===== src/rtl/hbr_pkg.sv =====
package hbr_pkg;

  typedef enum logic [2:0] {
    K_FCLASS, K_BUSNUM, K_ARB, K_STAT, K_ERRCFG, K_ERRSTAT, K_WIN, K_NONE
  } reg_kind_e;

  localparam int unsigned OFF_FCLASS  = 'h000;
  localparam int unsigned OFF_BUSNUM  = 'h008;
  localparam int unsigned OFF_ARB     = 'h010;
  localparam int unsigned OFF_STAT    = 'h018;
  localparam int unsigned OFF_ERRCFG  = 'h030;
  localparam int unsigned OFF_ERRSTAT = 'h038;

  localparam logic [63:0] FCLASS_VALUE = 64'h0000_0000_0600_0005;

  // Merge a full or half-width write into a 64-bit register image.
  function automatic logic [63:0] merge_half(input logic [63:0] old_v,
                                             input logic [63:0] wdata,
                                             input logic        wide,
                                             input logic        hi);
    if (wide)    return wdata;
    else if (hi) return {wdata[31:0], old_v[31:0]};
    else         return {old_v[63:32], wdata[31:0]};
  endfunction

endpackage


===== src/rtl/hbr_decode.sv =====
module hbr_decode
  import hbr_pkg::*;
#(
  parameter int ADDR_W   = 12,
  parameter int NWIN     = 10,
  parameter int WIN_BASE = 'h200,
  parameter int IDX_W    = 4
) (
  input  logic [ADDR_W-1:0] addr,
  output reg_kind_e         kind,
  output logic [IDX_W-1:0]  win_idx
);
  localparam int unsigned WIN_END = WIN_BASE + 8 * NWIN;

  logic [ADDR_W-1:0] aligned;
  int unsigned       ai;

  always_comb begin
    aligned = addr & ~ADDR_W'(7);
    ai      = int'(aligned);
    win_idx = '0;
    kind    = K_NONE;
    if (ai >= WIN_BASE && ai < WIN_END) begin
      kind    = K_WIN;
      win_idx = IDX_W'((ai - WIN_BASE) >> 3);
    end else begin
      case (ai)
        OFF_FCLASS:  kind = K_FCLASS;
        OFF_BUSNUM:  kind = K_BUSNUM;
        OFF_ARB:     kind = K_ARB;
        OFF_STAT:    kind = K_STAT;
        OFF_ERRCFG:  kind = K_ERRCFG;
        OFF_ERRSTAT: kind = K_ERRSTAT;
        default:     kind = K_NONE;
      endcase
    end
  end

endmodule


===== src/rtl/hbr_win_bank.sv =====
module hbr_win_bank
  import hbr_pkg::*;
#(
  parameter int               NWIN     = 10,
  parameter int               IDX_W    = 4,
  parameter logic [NWIN*64-1:0] WIN_INIT = '0
) (
  input  logic             clk,
  input  logic             rst,
  input  logic             we,
  input  logic [IDX_W-1:0] idx,
  input  logic             wide,
  input  logic             hi,
  input  logic [63:0]      wdata,
  output logic [63:0]      rdata
);
  logic [63:0] win [NWIN];

  for (genvar i = 0; i < NWIN; i++) begin : g_entry
    always_ff @(posedge clk) begin
      if (rst)
        win[i] <= WIN_INIT[i*64 +: 64];
      else if (we && idx == IDX_W'(i))
        win[i] <= merge_half(win[i], wdata, wide, hi);
    end

    // upper-half write leaves lower half alone
    p_hi_keeps_lo_r4: assert property (@(posedge clk) disable iff (rst)
      (we && !wide && hi && idx == IDX_W'(i)) |=> win[i][31:0] == $past(win[i][31:0]));
    // lower-half write leaves upper half alone
    p_lo_keeps_hi_r4: assert property (@(posedge clk) disable iff (rst)
      (we && !wide && !hi && idx == IDX_W'(i)) |=> win[i][63:32] == $past(win[i][63:32]));
  end

  always_comb begin
    rdata = '0;
    for (int j = 0; j < NWIN; j++)
      if (idx == IDX_W'(j)) rdata = win[j];
  end

endmodule


===== src/rtl/hbr_ctrl_regs.sv =====
module hbr_ctrl_regs
  import hbr_pkg::*;
#(
  parameter int ADDR_W   = 12,
  parameter int BUSNUM_W = 5,
  parameter int NWIN     = 10,
  parameter int WIN_BASE = 'h200,
  parameter logic [NWIN*64-1:0] WIN_INIT = {
    64'h0000_0000_0000_E000, 64'h0000_0000_0000_0001,
    64'h0000_00FC_0000_0000, 64'h0000_00F8_0000_0001,
    64'h0000_0000_F000_0000, 64'h0000_0000_F000_0001,
    64'h0000_00FF_8000_0000, 64'h0000_00F8_0000_0001,
    64'h0000_0000_F800_0000, 64'h0000_0000_F000_0001}
) (
  input  logic                clk,
  input  logic                rst,
  input  logic [BUSNUM_W-1:0] bus_num,
  input  logic                req_valid,
  output logic                req_ready,
  input  logic                req_write,
  input  logic                req_wide,
  input  logic [ADDR_W-1:0]   req_addr,
  input  logic [63:0]         req_wdata,
  output logic                rsp_valid,
  output logic                rsp_err,
  output logic [63:0]         rsp_rdata
);
  localparam int IDX_W = (NWIN > 1) ? $clog2(NWIN) : 1;

  reg_kind_e        kind;
  logic [IDX_W-1:0] win_idx;
  logic [63:0]      win_rdata;
  logic [63:0]      arb_q, stat_q, errcfg_q;
  logic [63:0]      full_v, rd_v;
  logic             acc, hi, hard_fail, unmapped;

  hbr_decode #(.ADDR_W(ADDR_W), .NWIN(NWIN), .WIN_BASE(WIN_BASE), .IDX_W(IDX_W)) u_dec (
    .addr(req_addr), .kind(kind), .win_idx(win_idx));

  assign acc       = req_valid && req_ready;
  assign hi        = req_addr[2];
  assign hard_fail = stat_q[0];
  assign unmapped  = (kind == K_NONE);

  hbr_win_bank #(.NWIN(NWIN), .IDX_W(IDX_W), .WIN_INIT(WIN_INIT)) u_win (
    .clk(clk), .rst(rst),
    .we(acc && req_write && kind == K_WIN),
    .idx(win_idx), .wide(req_wide), .hi(hi), .wdata(req_wdata),
    .rdata(win_rdata));

  always_ff @(posedge clk) begin
    if (rst) begin
      arb_q    <= '0;
      stat_q   <= '0;
      errcfg_q <= '0;
    end else if (acc && req_write) begin
      case (kind)
        K_ARB:    arb_q    <= merge_half(arb_q, req_wdata, req_wide, hi);
        K_STAT:   stat_q   <= merge_half(stat_q, req_wdata, req_wide, hi);
        K_ERRCFG: errcfg_q <= merge_half(errcfg_q, req_wdata, req_wide, hi);
        default:  ;
      endcase
    end
  end

  always_comb begin
    case (kind)
      K_FCLASS:  full_v = FCLASS_VALUE;
      K_BUSNUM:  full_v = 64'(bus_num) | (64'(bus_num) << 8);
      K_ARB:     full_v = arb_q;
      K_STAT:    full_v = stat_q;
      K_ERRCFG:  full_v = errcfg_q;
      K_WIN:     full_v = win_rdata;
      K_NONE:    full_v = hard_fail ? 64'd0 : {64{1'b1}};
      default:   full_v = '0;
    endcase
    if (req_write)     rd_v = '0;
    else if (req_wide) rd_v = full_v;
    else               rd_v = {32'd0, hi ? full_v[63:32] : full_v[31:0]};
  end

  always_ff @(posedge clk) begin
    if (rst) begin
      req_ready <= 1'b0;
      rsp_valid <= 1'b0;
      rsp_err   <= 1'b0;
      rsp_rdata <= '0;
    end else begin
      req_ready <= 1'b1;
      rsp_valid <= acc;
      rsp_err   <= acc && unmapped && hard_fail;
      rsp_rdata <= acc ? rd_v : '0;
    end
  end

  p_rsp_follows_req_r2: assert property (@(posedge clk) disable iff (rst)
    acc |=> rsp_valid);
  p_no_spurious_rsp_r2: assert property (@(posedge clk) disable iff (rst)
    rsp_valid |-> $past(acc));
  p_err_needs_hf_r10: assert property (@(posedge clk) disable iff (rst)
    rsp_err |-> $past(stat_q[0]) && rsp_rdata == 64'd0);
  p_narrow_upper_zero_r5: assert property (@(posedge clk) disable iff (rst)
    $past(acc && !req_write && !req_wide) |-> rsp_rdata[63:32] == 32'd0);
  p_fclass_const_r6: assert property (@(posedge clk) disable iff (rst)
    $past(acc && !req_write && req_wide && kind == K_FCLASS) |-> rsp_rdata == FCLASS_VALUE);
  p_errstat_zero_r9: assert property (@(posedge clk) disable iff (rst)
    $past(acc && kind == K_ERRSTAT) |-> rsp_rdata == 64'd0 && !rsp_err);

endmodule


===== config.mk =====
export PLATFORM = sky130hd
export DESIGN_NAME = hbr_ctrl_regs
export DESIGN_NICKNAME = d
export VERILOG_FILES = /design/src/rtl/hbr_pkg.sv /design/src/rtl/hbr_decode.sv /design/src/rtl/hbr_win_bank.sv /design/src/rtl/hbr_ctrl_regs.sv
export SDC_FILE = /design/constraint.sdc
export NUM_CORES = 2
export LEC_CHECK = 0
export ABC_AREA = 1
export BUFFER_PORTS_ARGS = -buffer_cell sky130_fd_sc_hd__buf_4
export CAP_MARGIN = 10
export CORE_MARGIN = 10
export CORE_UTILIZATION = 24
export CTS_CLUSTER_SIZE = 10
export DETAILED_ROUTE_END_ITERATION = 6
export MAX_ROUTING_LAYER = met4
export PLACE_DENSITY_LB_ADDON = 0.08
export SYNTH_ARGS = -nofsm -noshare
export SYNTH_HDL_FRONTEND = slang
export SYNTH_SLANG_ARGS = --single-unit

===== constraint.sdc =====
create_clock -name clk -period 11.3 [get_ports clk]
set_input_delay 1.695 -clock clk [delete_from_list [all_inputs] [get_ports clk]]
set_output_delay 1.695 -clock clk [all_outputs]
set_load 0.02 [all_outputs]

Word-level counts from Yosys, hierarchy flattened
Memories as Yosys holds them, arrays and structs flattened.
Cells that the tools add are included.
{ "op_classes": {"order_cmp": 2, "muxes": 102, "n_reduce_logical": 28, "bitwise": 13, "n_eq_ne": 21, "addsub": 1} }
{ "ops": {"columns": ["op", "count"], "rows": [
  ["$mux 64", 63],
  ["$pmux 64 s7", 1],
  ["$mux 32", 2],
  ["$mux 1", 33],
  ["$eq 9x2->1 const B", 2],
  ["$eq 9x3->1 const B", 2],
  ["$pmux 3 s6", 1],
  ["$reduce_and 3->1", 6],
  ["$eq 4x3->1 const B", 4],
  ["$logic_and 1x1->1", 16],
  ["$or 5x13->13", 1],
  ["$ge 12x10->1 const B", 1],
  ["$logic_not 12->1", 1],
  ["$lt 12x10->1 const B", 1],
  ["$or 1x1->1", 10],
  ["$eq 3x3->1 const B", 3],
  ["$eq 9x1->1 const B", 1],
  ["$eq 4x2->1 const B", 2],
  ["$eq 4x4->1 const B", 2],
  ["$sub 7x1->7 const B", 1],
  ["$eq 3x2->1 const B", 2],
  ["$eq 4x1->1 const B", 1],
  ["$logic_not 4->1", 1],
  ["$mux 4", 1],
  ["8 further kinds", 9]
]} }
{ "word_totals": {"memories": 1, "ramBits": 640, "regBits": 259, "inputBits": 86, "out_inout_bits": 67} }
{ "mem_list": {"columns": ["name", "words", "word_bits", "rd", "rd_ports_with_merged_regs", "wr", "line_no", "rtl"], "rows": [
  ["u_win.win", 10, 64, 10, 0, 10, "hbr_win_bank.sv:17", "logic [63:0] win [NWIN];"]
]} }

Depth between registers and ports, before layout
{ "logic_depth": {"depth_word": 17, "depth_mapped": 21, "ltp_nobuf": 19} }

Modules after synthesis
Synthesis repeated with hierarchy kept, for this count alone.
{ "hier_totals": {"hier_cells": 4312, "area_unflattened_um2": 39057.5} }
{ "by_module_without_submodules": {"columns": ["module", "instances", "cells_each", "seq_area_each_um2", "area_per_inst_um2"], "rows": [
  ["hbr_win_bank", 1, 2674, 19218.4, 27665.3],
  ["hbr_ctrl_regs", 1, 1613, 5185.0, 11282.1],
  ["hbr_decode", 1, 25, 0.0, 110.1]
]} }

Least setup slack after synthesis
OpenSTA, ideal clock, no wires.
{ "synth_timing": {"path_type": "in2reg", "startpoint": "input port req_addr[4]", "endpoint": "memory u_win.win[3][36], in the netlist u_win.win[1][100] (enable)", "path_slack_ps": 5555, "setup_time_ps": 466, "t_required_ps": 10834, "arrival_ps": 5279, "n_path_buf": 2, "path_stages": 13, "path_cell_list": "buf_4 nor2_2 nor2_2 inv_1 nand3_2 inv_2 nand2_2 nor2_2 inv_1 nor2_1 buf_2 inv_2 o21ai_0"} }
{ "synth_lines": {"columns": ["item", "line_no", "rtl"], "rows": [
  ["start, declared", "hbr_ctrl_regs.sv:22", "input logic [ADDR_W-1:0] req_addr,"],
  ["end, declared", "hbr_win_bank.sv:17", null]
]} }

Worst setup path in the final report
{ "layout_timing": {"startpoint": "input port req_addr[8]", "endpoint": "register rsp_rdata[24]"} }
{ "layout_via": {"elab_chain_cells": 17} }
{ "layout_rtl": {"columns": ["item", "line_no", "rtl"], "rows": [
  ["$ge 12x10->1 or $lt 12x10->1 (tied branches)", "hbr_decode.sv:23", "if (ai >= WIN_BASE && ai < WIN_END) begin"],
  ["$logic_and 1x1->1", "hbr_decode.sv:23", null],
  ["$mux 4", "hbr_decode.sv:23", null],
  ["$logic_not 4->1", "hbr_win_bank.sv:38", "if (idx == IDX_W'(j)) rdata = win[j];"],
  ["$mux 64 (10 in series)", "hbr_win_bank.sv:38", null],
  ["$pmux 64 s7 *", "hbr_ctrl_regs.sv:67", "case (kind)"],
  ["$mux 32", "hbr_ctrl_regs.sv:79", "else rd_v = {32'd0, hi ? full_v[63:32] : full_v[31:0]};"],
  ["$mux 32 *", "hbr_ctrl_regs.sv:78", "else if (req_wide) rd_v = full_v;"],
  ["end signal, assigned", "hbr_ctrl_regs.sv:92", "rsp_rdata <= acc ? rd_v : '0;"],
  ["end, declared", "hbr_ctrl_regs.sv:26", "output logic [63:0] rsp_rdata"]
]} }
Every way passes the cells marked *; elsewhere a longest branch is shown, timed or not.
A chain may end at the register's enable or synchronous reset.

==> metrics.cfg <==
[placed_design]
pre_cts_ws_ps = 4550
placedCellCount = 6322
hpwl_um = 100000
dpl_cell_area_um2 = 42300
globalplace.congestion = 0.815
io_buffers = 150

[yosys]
syn_area_um2 = 39000
synth-seq-cells = 899
synthArstFlopShare_pct = 0
syn_nets = 4331
synth-edff-count = 640
ys.flop_type = edfxtp_1
postSynthCellCount = 4245
syn_area_per_cell_um2 = 9.18
synth.distinct_cells = 42
ys_seq_area_share_pct = 62.6
ys_warn_count = 0

[routing]
viasPerCell = 4.51
post_drt_wl_per_cell_um = 23.9
vias = 29300
postRouteAntennaNets = 0
drt_wl_total_um = 155000
drc = 0
firstDrtPassIters = 5
drt_iter0_drc = 2287

[floorplan]
initial_utilization_pct = 24.2
fp-row-count = 147
dieHeight_um = 423
ios = 153
dieWidth_um = 423
die-area_um2 = 179000
core_region_area_um2 = 161000

[sta]
skew_ps = 20.0
drv_slew = 0
max_freq_mhz = 168
whs_ps = 445
min_period_over_period_pct = 52.7
slew_headroom_pct = 25.7
fin_ws_ps = 5340
worstMarginPinSlew_ps = 1110
post-route-min-period_ps = 5960
grt_setup_unrepaired = false
final-setup-viol-count = 0
hold_viol = 0
setup_tns_ps = 0

[finish]
area_delta_synth_final_pct = 16.4
fin_area_um2 = 45400
final_cells = 6496
layout-drive-gt1-share_pct = 10.6
layout.nets = 4356
fillers = 17200
post-route-util_pct = 28.2

[cts]
postCtsSetupBuffers = 0
cts.clk_slew.worst_paths_ps = 60
insertion_delay_ps = 720
clkSinkCount = 899
cts_buffer_depth = 3
ctsHoldBuffers = 0
ctsHtreeMaxLevel = 3
cts_resized = 0
cts_tree = built
cts_root_buf = clkbuf_16
numCtsBuffers = 106

[power]
combinationalPowerShare_pct = 5.2
power.density_nw_per_um2 = 159
power.internal_mw = 5.47
total_power_mw = 7.22
leakage_nw = 17.1
p_sw_mw = 1.75
seq_power_share_pct = 49.9
power.clock.fraction_pct = 44.9
irDropWorstVdd_mv = 0.111
swShare_pct = 24.3

[worst_setup_path]
worstSetupPathType = primary input to flip-flop
crit_path_max_fanout = 54
critPathLaunchType = primary input
critPathCaptureType = flip-flop
crit_path_top_delay_cell = buf_4
crit_top_cell = buf_4
timing.critical_path.buf_inv = 5
path_cells = buf_4 > nor2_2 > nand3_1 > nor2_4 > o21ai_4 > buf_4 > nand2_2 > buf_4 > inv_2 > buf_4 > a21oi_1 > nand4_1 > nor2_1 > nand3_1 > nand2_1 > nand3_1 > nand2_1 > nor2_1
cp_top_family = simple AND/OR/NAND/NOR gates
worstPathRequired_ps = 11900
slowest_delay_ps = 590
worstPathArrival_ps = 6560

[flow_run]
drv_cap = 0

[grt]
grt_antenna_before_repair = 6
overflow = 0
grt_max_degree = 83
grt_pass1_vias = 28100
grt_pass1_wl_um = 219000
grtUsageTotal_pct = 17.3

[outcome]
status = completed

[worst_hold_path]
min_path_type = flip-flop to flip-flop

## sequential cells by signal, indices dropped and copies added, names as in the netlist
signal / count
req_ready: 1
rsp_err: 1
u_win.win: 640
rsp_valid: 1
arb_q: 64
rsp_rdata: 64
errcfg_q: 64
stat_q: 64
## cell usage in the layout (no fill, tap or decap), drive strengths merged, types with 5 or more instances in the layout
master	n
a211oi	56
a21oi	351
buf	227
clkbuf	157
clkinv	17
dfxtp	259
edfxtp	640
inv	355
nand2	750
nand3	194
nand4	62
nor2	934
nor3	10
nor4	5
o21a	32
o21ai	184
o22ai	59
or2	33
## power by group through the flow
stage / logic (mW) / clock network [mW] / registers (mW)
6_report: 0.375 / 3.24 / 3.60
5_1_grt: 0.405 / 3.44 / 3.60
4_1_cts: 0.387 / 3.33 / 3.60
3_5_place_dp: 0.386 / 0 / 3.67
3_3_place_gp: 0.387 / 0 / 3.67
2_1_floorplan: 0.169 / 0 / 3.68
## path summary, 6_finish.rpt
kind	start	end	slack (ps)	cells after the start
setup / recovery	req_addr[8]	rsp_rdata[24]	5340	18
hold / removal	stat_q[21]	stat_q[21]	440	2
setup reg to reg	req_ready	u_win.win[0][19]	7220	9
hold reg to reg	stat_q[21]	stat_q[21]	440	2
## kinds of logic (layout without fill, tap and decap cells)
logic type      Yosys count  in the layout  share of synthesized area [%]
buf+inv                 668            757                           6.84
compound gates          689            689                           9.72
simple gates           1989           1989                           20.9
other cells               0              2                              0
flops                   899            899                           62.6
## layout make-up
type	count	area (µm²)	share of cell area, %
sequential	899	24400	53.8
multi-input combinational	2678	12100	26.7
clock buffer	157	3000	6.61
tap	2160	2700	5.96
timing repair buffer	227	1700	3.76
inverter	358	1350	2.98
clock inverter	15	109	0.240
antenna	2	5.00	0.0110
## metal layers
| metal | vias to the layer above | global-route usage, % | wire, µm |
|---|---|---|---|
| met5 | - | - | 0 |
| met4 | 0 | 3.25 | 2930 |
| met3 | 174 | 2.26 | 6420 |
| met2 | 623 | 28.1 | 74900 |
| met1 | 14400 | 23.1 | 71000 |
| li1 | 14100 | - | - |
## Yosys cell counts, types with 3 or more instances
cell type / instances / area (µm²)
inv_2: 17 / 63.8
dfxtp_1: 259 / 5180
clkinv_1: 3 / 11.3
nor4_1: 5 / 31.3
o21ai_0: 178 / 891
edfxtp_1: 640 / 19200
nor2_4: 7 / 78.8
buf_4: 14 / 105
or2_1: 8 / 50.1
nand3_1: 193 / 966
a211oi_1: 54 / 405
clkbuf_1: 211 / 792
a21oi_1: 350 / 1750
o21ai_1: 4 / 20.0
nand4_1: 60 / 375
nor2_1: 918 / 3450
nand2_2: 10 / 62.6
o22ai_1: 59 / 369
buf_1: 26 / 97.6
o21a_1: 32 / 240
nand2_1: 740 / 2780
nor2_2: 9 / 56.3
inv_1: 338 / 1270
buf_2: 54 / 270
nor3_1: 8 / 40.0
or2_2: 23 / 144
buf_6: 5 / 56.3
## worst min-delay path: cells and delay by family, from the launching register on
kind	cells	cell delay (ps)
flip-flops	1	310
buffers and inverters	1	50
AO/OA/AOI/OAI	1	50
No activity file was read; power rests on OpenSTA's default activity.
